--- config.mk ---
export PLATFORM = sky130hd
export DESIGN_NAME = e1cas_extract
export DESIGN_NICKNAME = d
export VERILOG_FILES = /design/src/rtl/e1cas_pkg.sv /design/src/rtl/e1cas_framecnt.sv /design/src/rtl/e1cas_sigstore.sv /design/src/rtl/e1cas_cosflags.sv /design/src/rtl/e1cas_extract.sv
export SDC_FILE = /design/constraint.sdc
export NUM_CORES = 1
export LEC_CHECK = 0
export ABC_AREA = 1
export BUFFER_PORTS_ARGS = -buffer_cell sky130_fd_sc_hd__buf_2
export CAP_MARGIN = 20
export CORE_MARGIN = 3
export CORE_UTILIZATION = 50
export CTS_CLUSTER_SIZE = 10
export DETAILED_ROUTE_END_ITERATION = 10
export GPL_ROUTABILITY_DRIVEN = 0
export MAX_ROUTING_LAYER = met4
export PLACE_DENSITY = 0.68
export SLEW_MARGIN = 20
export SYNTH_ARGS = -nofsm -noshare
export SYNTH_HDL_FRONTEND = slang
export SYNTH_HIERARCHICAL = 1
export SYNTH_SLANG_ARGS = --single-unit
--- constraint.sdc ---
create_clock -name clk -period 3.5 [get_ports clk]
set_input_delay 0.525 -clock clk [delete_from_list [all_inputs] [get_ports clk]]
set_output_delay 0.525 -clock clk [all_outputs]
set_load 0.1 [all_outputs]
--- src/rtl/e1cas_pkg.sv ---
package e1cas_pkg;
  localparam int TS_BITS    = 8;
  localparam int NUM_TS     = 32;
  localparam int MF_FRAMES  = 16;
  localparam int CAS_TS     = 16;
  localparam int CODE_W     = 4;
  localparam int FRAME_BITS = TS_BITS * NUM_TS;
  localparam int POS_W      = $clog2(FRAME_BITS);
  localparam int FIDX_W     = $clog2(MF_FRAMES);
  localparam int TS_W       = $clog2(NUM_TS);
  localparam int CAS_FIRST  = CAS_TS * TS_BITS;
  localparam int CAS_LAST   = CAS_FIRST + TS_BITS - 1;

  // timeslots that may carry a change flag
  function automatic logic [NUM_TS-1:0] sig_ts_mask();
    logic [NUM_TS-1:0] m;
    m = '1;
    m[0] = 1'b0;
    m[CAS_TS] = 1'b0;
    return m;
  endfunction
endpackage

--- src/rtl/e1cas_framecnt.sv ---
module e1cas_framecnt
  import e1cas_pkg::*;
(
  input  logic              clk,
  input  logic              rst,
  input  logic              bit_en,
  input  logic              rx_bit,
  input  logic              frame_start,
  input  logic              mf_start,
  output logic              pf_req,
  output logic [FIDX_W-1:0] pf_fidx,
  output logic              oct_vld,
  output logic [TS_BITS-1:0] oct_data,
  output logic [FIDX_W-1:0] oct_fidx
);
  localparam logic [POS_W-1:0] P_FIRST = POS_W'(CAS_FIRST);
  localparam logic [POS_W-1:0] P_LAST  = POS_W'(CAS_LAST);
  localparam logic [POS_W-1:0] P_END   = POS_W'(FRAME_BITS - 1);

  logic [POS_W-1:0]   pos_q, cur_pos;
  logic [FIDX_W-1:0]  fidx_q, cur_f;
  logic [TS_BITS-1:0] sh_q;

  always_comb begin
    cur_pos = frame_start ? '0 : pos_q;
    if (frame_start) cur_f = mf_start ? '0 : fidx_q + 1'b1;
    else             cur_f = fidx_q;
  end

  always_ff @(posedge clk) begin
    if (rst) begin
      pos_q    <= '0;
      fidx_q   <= '0;
      sh_q     <= '0;
      pf_req   <= 1'b0;
      pf_fidx  <= '0;
      oct_vld  <= 1'b0;
      oct_data <= '0;
      oct_fidx <= '0;
    end else begin
      pf_req  <= 1'b0;
      oct_vld <= 1'b0;
      if (bit_en) begin
        pos_q  <= (cur_pos == P_END) ? '0 : cur_pos + 1'b1;
        fidx_q <= cur_f;
        if (cur_pos >= P_FIRST && cur_pos <= P_LAST)
          sh_q <= {sh_q[TS_BITS-2:0], rx_bit};
        if (cur_pos == P_FIRST) begin
          pf_req  <= 1'b1;
          pf_fidx <= cur_f;
        end
        if (cur_pos == P_LAST) begin
          oct_vld  <= 1'b1;
          oct_data <= {sh_q[TS_BITS-2:0], rx_bit};
          oct_fidx <= cur_f;
        end
      end
    end
  end
endmodule

--- src/rtl/e1cas_sigstore.sv ---
module e1cas_sigstore
  import e1cas_pkg::*;
(
  input  logic               clk,
  input  logic               rst,
  input  logic               pf_req,
  input  logic [FIDX_W-1:0]  pf_fidx,
  input  logic               oct_vld,
  input  logic [TS_BITS-1:0] oct_data,
  input  logic [FIDX_W-1:0]  oct_fidx,
  input  logic               sync_ok,
  input  logic               deb_glb_en,
  input  logic [NUM_TS-1:0]  deb_sel,
  input  logic [TS_W-1:0]    host_ts,
  output logic [CODE_W-1:0]  host_raw,
  output logic [CODE_W-1:0]  host_upd,
  output logic [NUM_TS-1:0]  chg_vec
);
  // one byte per frame index: upper code = timeslot n, lower = n+16
  logic [TS_BITS-1:0] raw_mem [MF_FRAMES];
  logic [TS_BITS-1:0] upd_mem [MF_FRAMES];
  logic [MF_FRAMES-1:0] vld_q;

  logic [TS_BITS-1:0] pr_raw_m, pr_upd_m, h_raw_m, h_upd_m;
  logic               pr_vld_q, h_vld_q, h_lo_q;
  logic [TS_BITS-1:0] prv_raw, prv_upd, upd_byte;
  logic               wr_en;

  always_ff @(posedge clk) begin
    if (pf_req) begin
      pr_raw_m <= raw_mem[pf_fidx];
      pr_upd_m <= upd_mem[pf_fidx];
    end
    h_raw_m <= raw_mem[host_ts[FIDX_W-1:0]];
    h_upd_m <= upd_mem[host_ts[FIDX_W-1:0]];
    if (wr_en) begin
      raw_mem[oct_fidx] <= oct_data;
      upd_mem[oct_fidx] <= upd_byte;
    end
  end

  always_ff @(posedge clk) begin
    if (rst) begin
      vld_q    <= '0;
      pr_vld_q <= 1'b0;
      h_vld_q  <= 1'b0;
      h_lo_q   <= 1'b0;
    end else begin
      if (wr_en) vld_q[oct_fidx] <= 1'b1;
      if (pf_req) pr_vld_q <= vld_q[pf_fidx];
      h_vld_q <= vld_q[host_ts[FIDX_W-1:0]];
      h_lo_q  <= host_ts[TS_W-1];
    end
  end

  assign prv_raw = pr_vld_q ? pr_raw_m : '0;
  assign prv_upd = pr_vld_q ? pr_upd_m : '0;
  assign wr_en   = oct_vld && sync_ok && (oct_fidx != '0);

  logic [CODE_W-1:0] new_c [2];
  logic [CODE_W-1:0] pr_c  [2];
  logic [CODE_W-1:0] pu_c  [2];
  logic [CODE_W-1:0] up_c  [2];
  logic [TS_W-1:0]   ts_c  [2];
  logic              deb_c [2];

  for (genvar h = 0; h < 2; h++) begin : g_half
    assign new_c[h] = oct_data[h*CODE_W +: CODE_W];
    assign pr_c[h]  = prv_raw[h*CODE_W +: CODE_W];
    assign pu_c[h]  = prv_upd[h*CODE_W +: CODE_W];
    assign ts_c[h]  = {((h == 0) ? 1'b1 : 1'b0), oct_fidx};
    assign deb_c[h] = deb_glb_en & deb_sel[ts_c[h]];
    assign up_c[h]  = (!deb_c[h] || new_c[h] == pr_c[h]) ? new_c[h] : pu_c[h];
  end

  assign upd_byte = {up_c[1], up_c[0]};

  always_comb begin
    chg_vec = '0;
    if (wr_en)
      for (int h = 0; h < 2; h++)
        if (up_c[h] != pu_c[h]) chg_vec[ts_c[h]] = 1'b1;
  end

  always_comb begin
    if (!h_vld_q) begin
      host_raw = '0;
      host_upd = '0;
    end else if (h_lo_q) begin
      host_raw = h_raw_m[CODE_W-1:0];
      host_upd = h_upd_m[CODE_W-1:0];
    end else begin
      host_raw = h_raw_m[TS_BITS-1 -: CODE_W];
      host_upd = h_upd_m[TS_BITS-1 -: CODE_W];
    end
  end
endmodule

--- src/rtl/e1cas_cosflags.sv ---
module e1cas_cosflags
  import e1cas_pkg::*;
(
  input  logic              clk,
  input  logic              rst,
  input  logic [NUM_TS-1:0] chg_vec,
  input  logic              chg_rpt_en,
  input  logic              sig_int_en,
  input  logic              clr_we,
  input  logic [NUM_TS-1:0] clr_mask,
  output logic [NUM_TS-1:0] flags_q,
  output logic              irq_q
);
  localparam logic [NUM_TS-1:0] SIG_MASK = sig_ts_mask();
  logic [NUM_TS-1:0] flags_n;

  always_comb begin
    flags_n = flags_q;
    if (clr_we) flags_n = flags_n & ~clr_mask;
    if (chg_rpt_en) flags_n = flags_n | (chg_vec & SIG_MASK);
  end

  always_ff @(posedge clk) begin
    if (rst) begin
      flags_q <= '0;
      irq_q   <= 1'b0;
    end else begin
      flags_q <= flags_n;
      irq_q   <= sig_int_en && (|flags_n);
    end
  end
endmodule

--- src/rtl/e1cas_extract.sv ---
module e1cas_extract
  import e1cas_pkg::*;
(
  input  logic              clk,
  input  logic              rst,
  input  logic              bit_en,
  input  logic              rx_bit,
  input  logic              frame_start,
  input  logic              mf_start,
  input  logic              mf_sync,
  input  logic              framed,
  input  logic              deb_glb_en,
  input  logic [NUM_TS-1:0] deb_sel,
  input  logic              chg_rpt_en,
  input  logic              sig_int_en,
  input  logic              clr_we,
  input  logic [NUM_TS-1:0] clr_mask,
  input  logic [TS_W-1:0]   rd_ts,
  output logic [CODE_W-1:0] rd_raw,
  output logic [CODE_W-1:0] rd_upd,
  output logic [NUM_TS-1:0] chg_flags,
  output logic              sig_irq
);
  logic               pf_req, oct_vld;
  logic [FIDX_W-1:0]  pf_fidx, oct_fidx;
  logic [TS_BITS-1:0] oct_data;
  logic [NUM_TS-1:0]  chg_vec;

  e1cas_framecnt u_cnt (
    .clk(clk), .rst(rst), .bit_en(bit_en), .rx_bit(rx_bit),
    .frame_start(frame_start), .mf_start(mf_start),
    .pf_req(pf_req), .pf_fidx(pf_fidx),
    .oct_vld(oct_vld), .oct_data(oct_data), .oct_fidx(oct_fidx)
  );

  e1cas_sigstore u_store (
    .clk(clk), .rst(rst), .pf_req(pf_req), .pf_fidx(pf_fidx),
    .oct_vld(oct_vld), .oct_data(oct_data), .oct_fidx(oct_fidx),
    .sync_ok(mf_sync && framed), .deb_glb_en(deb_glb_en), .deb_sel(deb_sel),
    .host_ts(rd_ts), .host_raw(rd_raw), .host_upd(rd_upd), .chg_vec(chg_vec)
  );

  e1cas_cosflags u_flags (
    .clk(clk), .rst(rst), .chg_vec(chg_vec), .chg_rpt_en(chg_rpt_en),
    .sig_int_en(sig_int_en), .clr_we(clr_we), .clr_mask(clr_mask),
    .flags_q(chg_flags), .irq_q(sig_irq)
  );
endmodule

==> results.sh, run 1 <==
export IMPL_status="finished clean"
export IMPL_hold_viol_final=0
export IMPL_p_switching_mw=2.10
export IMPL_worstPathRequired_ns=3.93
export IMPL_antenna_found_initial=1
export IMPL_grt_pass1_wl_mm=84.3
export IMPL_path_clk_slew_ns=0.05
export IMPL_fin_crit_sh=0.867
export IMPL_clkSinkCount=377
export IMPL_drtIter0Drc=1822
export IMPL_startpoint_type="register"
export IMPL_cts_max_path_buffers=3
export IMPL_maxCapViolations=0
export IMPL_power_mw=9.45
export IMPL_grt_max_degree=212
export IMPL_max_slew_margin=0.282
export IMPL_p_clk_frac=0.446
export IMPL_htreeDepth=2
export IMPL_core_area_um2=35900
export IMPL_met3_length_mm=5.46
export IMPL_antenna_left=0
export IMPL_crit_start="u_cnt/oct_data[3]"
export IMPL_setup_violations=0
export IMPL_final_cell_mix="391 x o21ai_0, 378 x nand2_1, 272 x edfxtp_1"
export IMPL_post_cts_buffers=0
export IMPL_power_density_nw_per_um2=454
export IMPL_hold_path_class="in2reg"
export IMPL_critPathCaptureType="register"
export IMPL_p_seq_frac=0.506
export IMPL_drv_slew=0
export IMPL_p_int_mw=7.35
export IMPL_crit_fanout=21
export IMPL_setup_ws_ns=0.466
export IMPL_design_area_um2=20800
export IMPL_dp_hpwl_mm=32.0
export IMPL_vias=16100
export IMPL_numPortBuffers=121
export IMPL_vdd_drop_max_v=0.000353
export IMPL_worstMarginPinSlew_ns=1.08
export IMPL_die_y_um=198
export IMPL_finalSetupTns_ns=0
export IMPL_skew_ns=0.0227
export IMPL_rsz0062_at_grt="no"
export IMPL_met2_length_mm=25.2
export IMPL_wl_met1_mm=23.0
export IMPL_ios=122
export IMPL_final_core_util=0.580
export IMPL_drcViolationCount=0
export IMPL_dieArea_um2=39200
export IMPL_fp_dieW_um=198
export IMPL_grt_pass1_vias=15400
export IMPL_wirelength_mm=55.7
export IMPL_holdCritStartpoint="sig_int_en"
export IMPL_combPwrFrac=0.049
export IMPL_dpl_cell_area_um2=19500
export IMPL_viasPerCell=5.92
export IMPL_syn_inst=2129
export IMPL_fin_crit_ns=3.03
export IMPL_synth_area_um2=18400
export IMPL_top_layer="met4"
export IMPL_ys_warn_count=6
export IMPL_drive_above_1_share=0.120
export IMPL_cts_hold_buf=0
export IMPL_dr_pass1_iters=6
export IMPL_fillers=3143
export IMPL_leakagePower_nw=8.20
export IMPL_p_sw_frac=0.222
export IMPL_fin_nets=2304
export IMPL_numCtsBuffers=44
export IMPL_start_util=0.513
export IMPL_wire_per_inst_um=20.5
export IMPL_row_count=69
export IMPL_cts_root_buf="clkbuf_16"
export IMPL_timing_rr_start="u_cnt/oct_data[3]"
export IMPL_grt_overflow_total=0
export IMPL_track_usage=0.285
export IMPL_synth_area_per_cell_um2=8.66
export IMPL_dp_slack_ns=0.400
export IMPL_final_common_cell="o21ai_0"
export IMPL_worstSkewPairLatency_ns=0.56
export IMPL_maxClockFrequency_mhz=330
export IMPL_areaGrowthSynthToFinish_pct=12.9
export IMPL_tritoncts="yes"
export IMPL_worstSetupPathType="reg2reg"
export IMPL_critPathArrivalTime_ns=3.47
state kept, by name (all words and copies together), names as in the netlist, 7 cells and up:
| name | cells |
|---|---|
| u_store/pr_raw_m | 8 |
| u_store/upd_mem | 128 |
| u_store/pr_upd_m | 8 |
| u_cnt/sh_q | 7 |
| u_store/h_upd_m | 8 |
| u_flags/flags_q | 32 |
| u_cnt/oct_data | 8 |
| u_store/h_raw_m | 8 |
| u_store/vld_q | 16 |
| u_cnt/pos_q | 8 |
| u_store/raw_mem | 128 |
critical path: stages, from the launching register on:
cell and delay, ns:
dfxtp_1 0.76, nand2_1 0.12, nand4_1 0.12, nor2_1 0.05
nor2_1 0.18, o21ai_4 0.17, nand3_1 0.11, nand2_1 0.06
nor2_2 0.51, a21oi_1 0.16, nand2_1 0.13, nand2_1 0.08
nor2_1 0.10, nand2_1 0.06, nor2_1 0.09, nand2_1 0.06
nor2_1 0.12, nor2_1 0.05
metal layers:
metal  GRT usage  vias to the layer above
met1       0.387                     7585
met2       0.439                      847
met3      0.0364                      140
li1            -                     7505
met4       0.113                        0
met5           -                        -
cell type report:
cell class / count / area (um2) / area share
inverter: 201 / 759 / 0.0365
antenna: 1 / 2.50 / 0.000120
clock buffer: 76 / 1270 / 0.0612
timing repair buffer: 171 / 1070 / 0.0515
multi-input combinational: 1425 / 6820 / 0.328
clock inverter: 3 / 28.8 / 0.00138
tap: 461 / 577 / 0.0277
sequential: 377 / 10300 / 0.494
path summary, 6_finish.rpt:
path	endpoint	slack [ns]	cells after the start
min	u_flags/irq_q	0.22	3
max	u_flags/irq_q	0.47	17
max reg2reg	u_flags/irq_q	0.47	17
min reg2reg	u_store/vld_q[0]	0.46	2
power groups by stage:
stage                     clock network [mW]  registers, mW  logic (mW)
final                                   4.21           4.78       0.460
after global routing                    4.42           4.78       0.505
after CTS                               4.25           4.78       0.453
after detailed placement                   0           4.87       0.449
after global placement                     0           4.87       0.443
after floorplan                            0           4.86       0.296
repair_timing:
| item | in CTS | in global routing |
|---|---|---|
| endpoints found under the setup margin | 0 | 1 |
| hold endpoints to repair | 0 | 0 |
| resized for setup | 0 | 1 |
stage by stage:
stage	cells	hold WS [ns]
floorplan	2144	0.422
global placement	2635	0.431
detailed placement	2635	0.449
CTS	2714	0.206
global route	2715	0.249
finish	2715	0.221
(Power assumes the default switching activity.)
==> inputs of run 2 (changes only) <==
PLACE_DENSITY = 0.76   (was 0.68)
==> results.sh, run 2 (synthesis gave the netlist of run 1 again) <==
export IMPL_status="finished clean"
export IMPL_leakagePower_nw=8.20
export IMPL_path_cells="buf_4, nand2_1, xor2_1, nand2_1, nor2_1, nor2_1, o21ai_4, nand3_1, nand2_1, nor2_2, a21oi_1, nand2_1, nand2_1, nor2_1, nand2_1, nor2_1, nand2_1, nor2_1, nor2_1"
export IMPL_cp_num_cells=19
export IMPL_wl_met1_mm=21.6
export IMPL_power_mw=9.38
export IMPL_dr_pass1_iters=6
export IMPL_setup_violations=0
export IMPL_viasPerCell=6.00
export IMPL_areaGrowthSynthToFinish_pct=12.7
export IMPL_htreeDepth=2
export IMPL_final_common_cell="o21ai_0"
export IMPL_numCtsBuffers=44
export IMPL_worstSkewPairLatency_ns=0.54
export IMPL_met3_length_mm=6.38
export IMPL_wirelength_mm=54.7
export IMPL_clkSinkCount=377
export IMPL_antenna_left=0
export IMPL_critPathTopFamily="simple AND/OR/NAND/NOR gates"
export IMPL_fin_nets=2308
export IMPL_rsz0062_at_grt="no"
export IMPL_antenna_found_initial=0
export IMPL_drv_slew=0
export IMPL_design_area_um2=20800
export IMPL_final_core_util=0.578
export IMPL_p_clk_frac=0.442
export IMPL_cts_max_path_buffers=3
export IMPL_crit_fanout=16
export IMPL_combPwrFrac=0.049
export IMPL_cts_root_buf="clkbuf_16"
export IMPL_dpl_cell_area_um2=19500
export IMPL_drcViolationCount=0
export IMPL_grt_pass1_wl_mm=82.6
export IMPL_p_sw_frac=0.220
export IMPL_top_layer="met4"
export IMPL_dp_hpwl_mm=32.1
export IMPL_timing_rr_start="u_store/pr_vld_q"
export IMPL_r2r_cells=19
export IMPL_power_density_nw_per_um2=452
export IMPL_p_seq_frac=0.509
export IMPL_fp_dieW_um=198
export IMPL_cpMaxStageDelayCell="nor2_2"
export IMPL_met2_length_mm=25.0
export IMPL_worstMarginPinSlew_ns=1.06
export IMPL_finalSetupTns_ns=0
export IMPL_tritoncts="yes"
export IMPL_fin_crit_sh=0.911
export IMPL_vias=16300
export IMPL_crit_buf_inv=1
export IMPL_p_switching_mw=2.07
export IMPL_placedCellCount=2639
export IMPL_drive_above_1_share=0.123
export IMPL_reg2reg_to="u_flags/irq_q"
export IMPL_cpMostUsedCell="nand2_1"
export IMPL_critPathArrivalTime_ns=3.62
export IMPL_timing_critical_path_to="u_flags/irq_q"
export IMPL_maxCapViolations=0
export IMPL_core_area_um2=35900
export IMPL_drtIter0Drc=2332
export IMPL_max_slew_margin=0.295
export IMPL_skew_ns=0.0160
export IMPL_fin_crit_ns=3.19
export IMPL_hold_path_class="in2reg"
export IMPL_hold_viol_final=0
export IMPL_dieArea_um2=39200
export IMPL_row_count=69
export IMPL_grt_max_degree=206
export IMPL_maxClockFrequency_mhz=314
export IMPL_p_int_mw=7.32
export IMPL_diodes=0
export IMPL_critPathCaptureType="register"
export IMPL_wire_per_inst_um=20.2
export IMPL_numPortBuffers=121
export IMPL_die_y_um=198
export IMPL_path_clk_slew_ns=0.06
export IMPL_startpoint_type="register"
export IMPL_fin_cells=2714
export IMPL_start_util=0.513
export IMPL_grt_overflow_total=0
export IMPL_crit_start="u_store/pr_vld_q"
export IMPL_reg_top3="u_store/raw_mem x128, u_store/upd_mem x128, u_flags/flags_q x32"
export IMPL_worstPathRequired_ns=3.93
export IMPL_reg2reg_setup_slack_ns=0.31
export IMPL_worstSetupPathType="reg2reg"
export IMPL_post_cts_buffers=0
export IMPL_ios=122
export IMPL_grt_pass1_vias=15100
export IMPL_vdd_drop_max_v=0.000333
export IMPL_track_usage=0.277
export IMPL_final_cell_mix="391 x o21ai_0, 378 x nand2_1, 272 x edfxtp_1"
export IMPL_cpPeakStageDelay_ns=0.52
==> run 2: cell types whose count changed in the layout (fill, tap and decap cells not counted), sizes merged <==
cell,change
clkinv,-2
clkinvlp,-1
diode,-1
inv,+3
clkbuf,-4
buf,+4
==> run 2: worst min path at each step <==
stage               cells after the start        startpoint               end
floorplan                               2  u_store/vld_q[0]  u_store/vld_q[0]
global placement                        2  u_store/vld_q[0]  u_store/vld_q[0]
detailed placement                      2  u_store/vld_q[0]  u_store/vld_q[0]
CTS                                     3        sig_int_en     u_flags/irq_q
global route                            3        sig_int_en     u_flags/irq_q
finish                                  3        sig_int_en     u_flags/irq_q
==> run 2: power groups by stage <==
stage                     clock network [mW]  registers (mW)  logic, mW
after floorplan                            0            4.86      0.296
after global placement                     0            4.87      0.437
after detailed placement                   0            4.87      0.445
after CTS                               4.19            4.78      0.447
after global routing                    4.37            4.78      0.498
final                                   4.14            4.78      0.458
==> run 2: what timing repair did <==
item / 4_1_cts / 5_1_grt
hold buffers: 0 / 0
gates resized for setup: 0 / 2
endpoints found under the setup margin: 0 / 1
==> run 2: per-layer routing <==
metal | vias up | GRT usage
met4 | 0 | 0.100
li1 | 7515 | -
met2 | 1022 | 0.431
met1 | 7625 | 0.377
met5 | - | -
met3 | 128 | 0.0366
==> run 2: through the flow <==
step / hold WS, ns / setup slack [ns]
global route: 0.246 / 0.00250
CTS: 0.222 / 0.414
global placement: 0.431 / 0.578
finish: 0.236 / 0.313
detailed placement: 0.446 / 0.445
floorplan: 0.422 / 0.936
==> run 2: tightest hold or removal path, delay by kind of cell <==
family / cells / cell delay [ns]
AND/OR/NAND/NOR: 2 / 0.10
buffers and inverters: 1 / 0.09
==> run 2: cell type report <==
cell class                 count  area, um2
clock buffer                  72       1250
clock inverter                 3       26.3
fill                        3070      15100
inverter                     201        759
multi-input combinational   1425       6820
sequential                   377      10300
tap                          461        577
timing repair buffer         175       1050
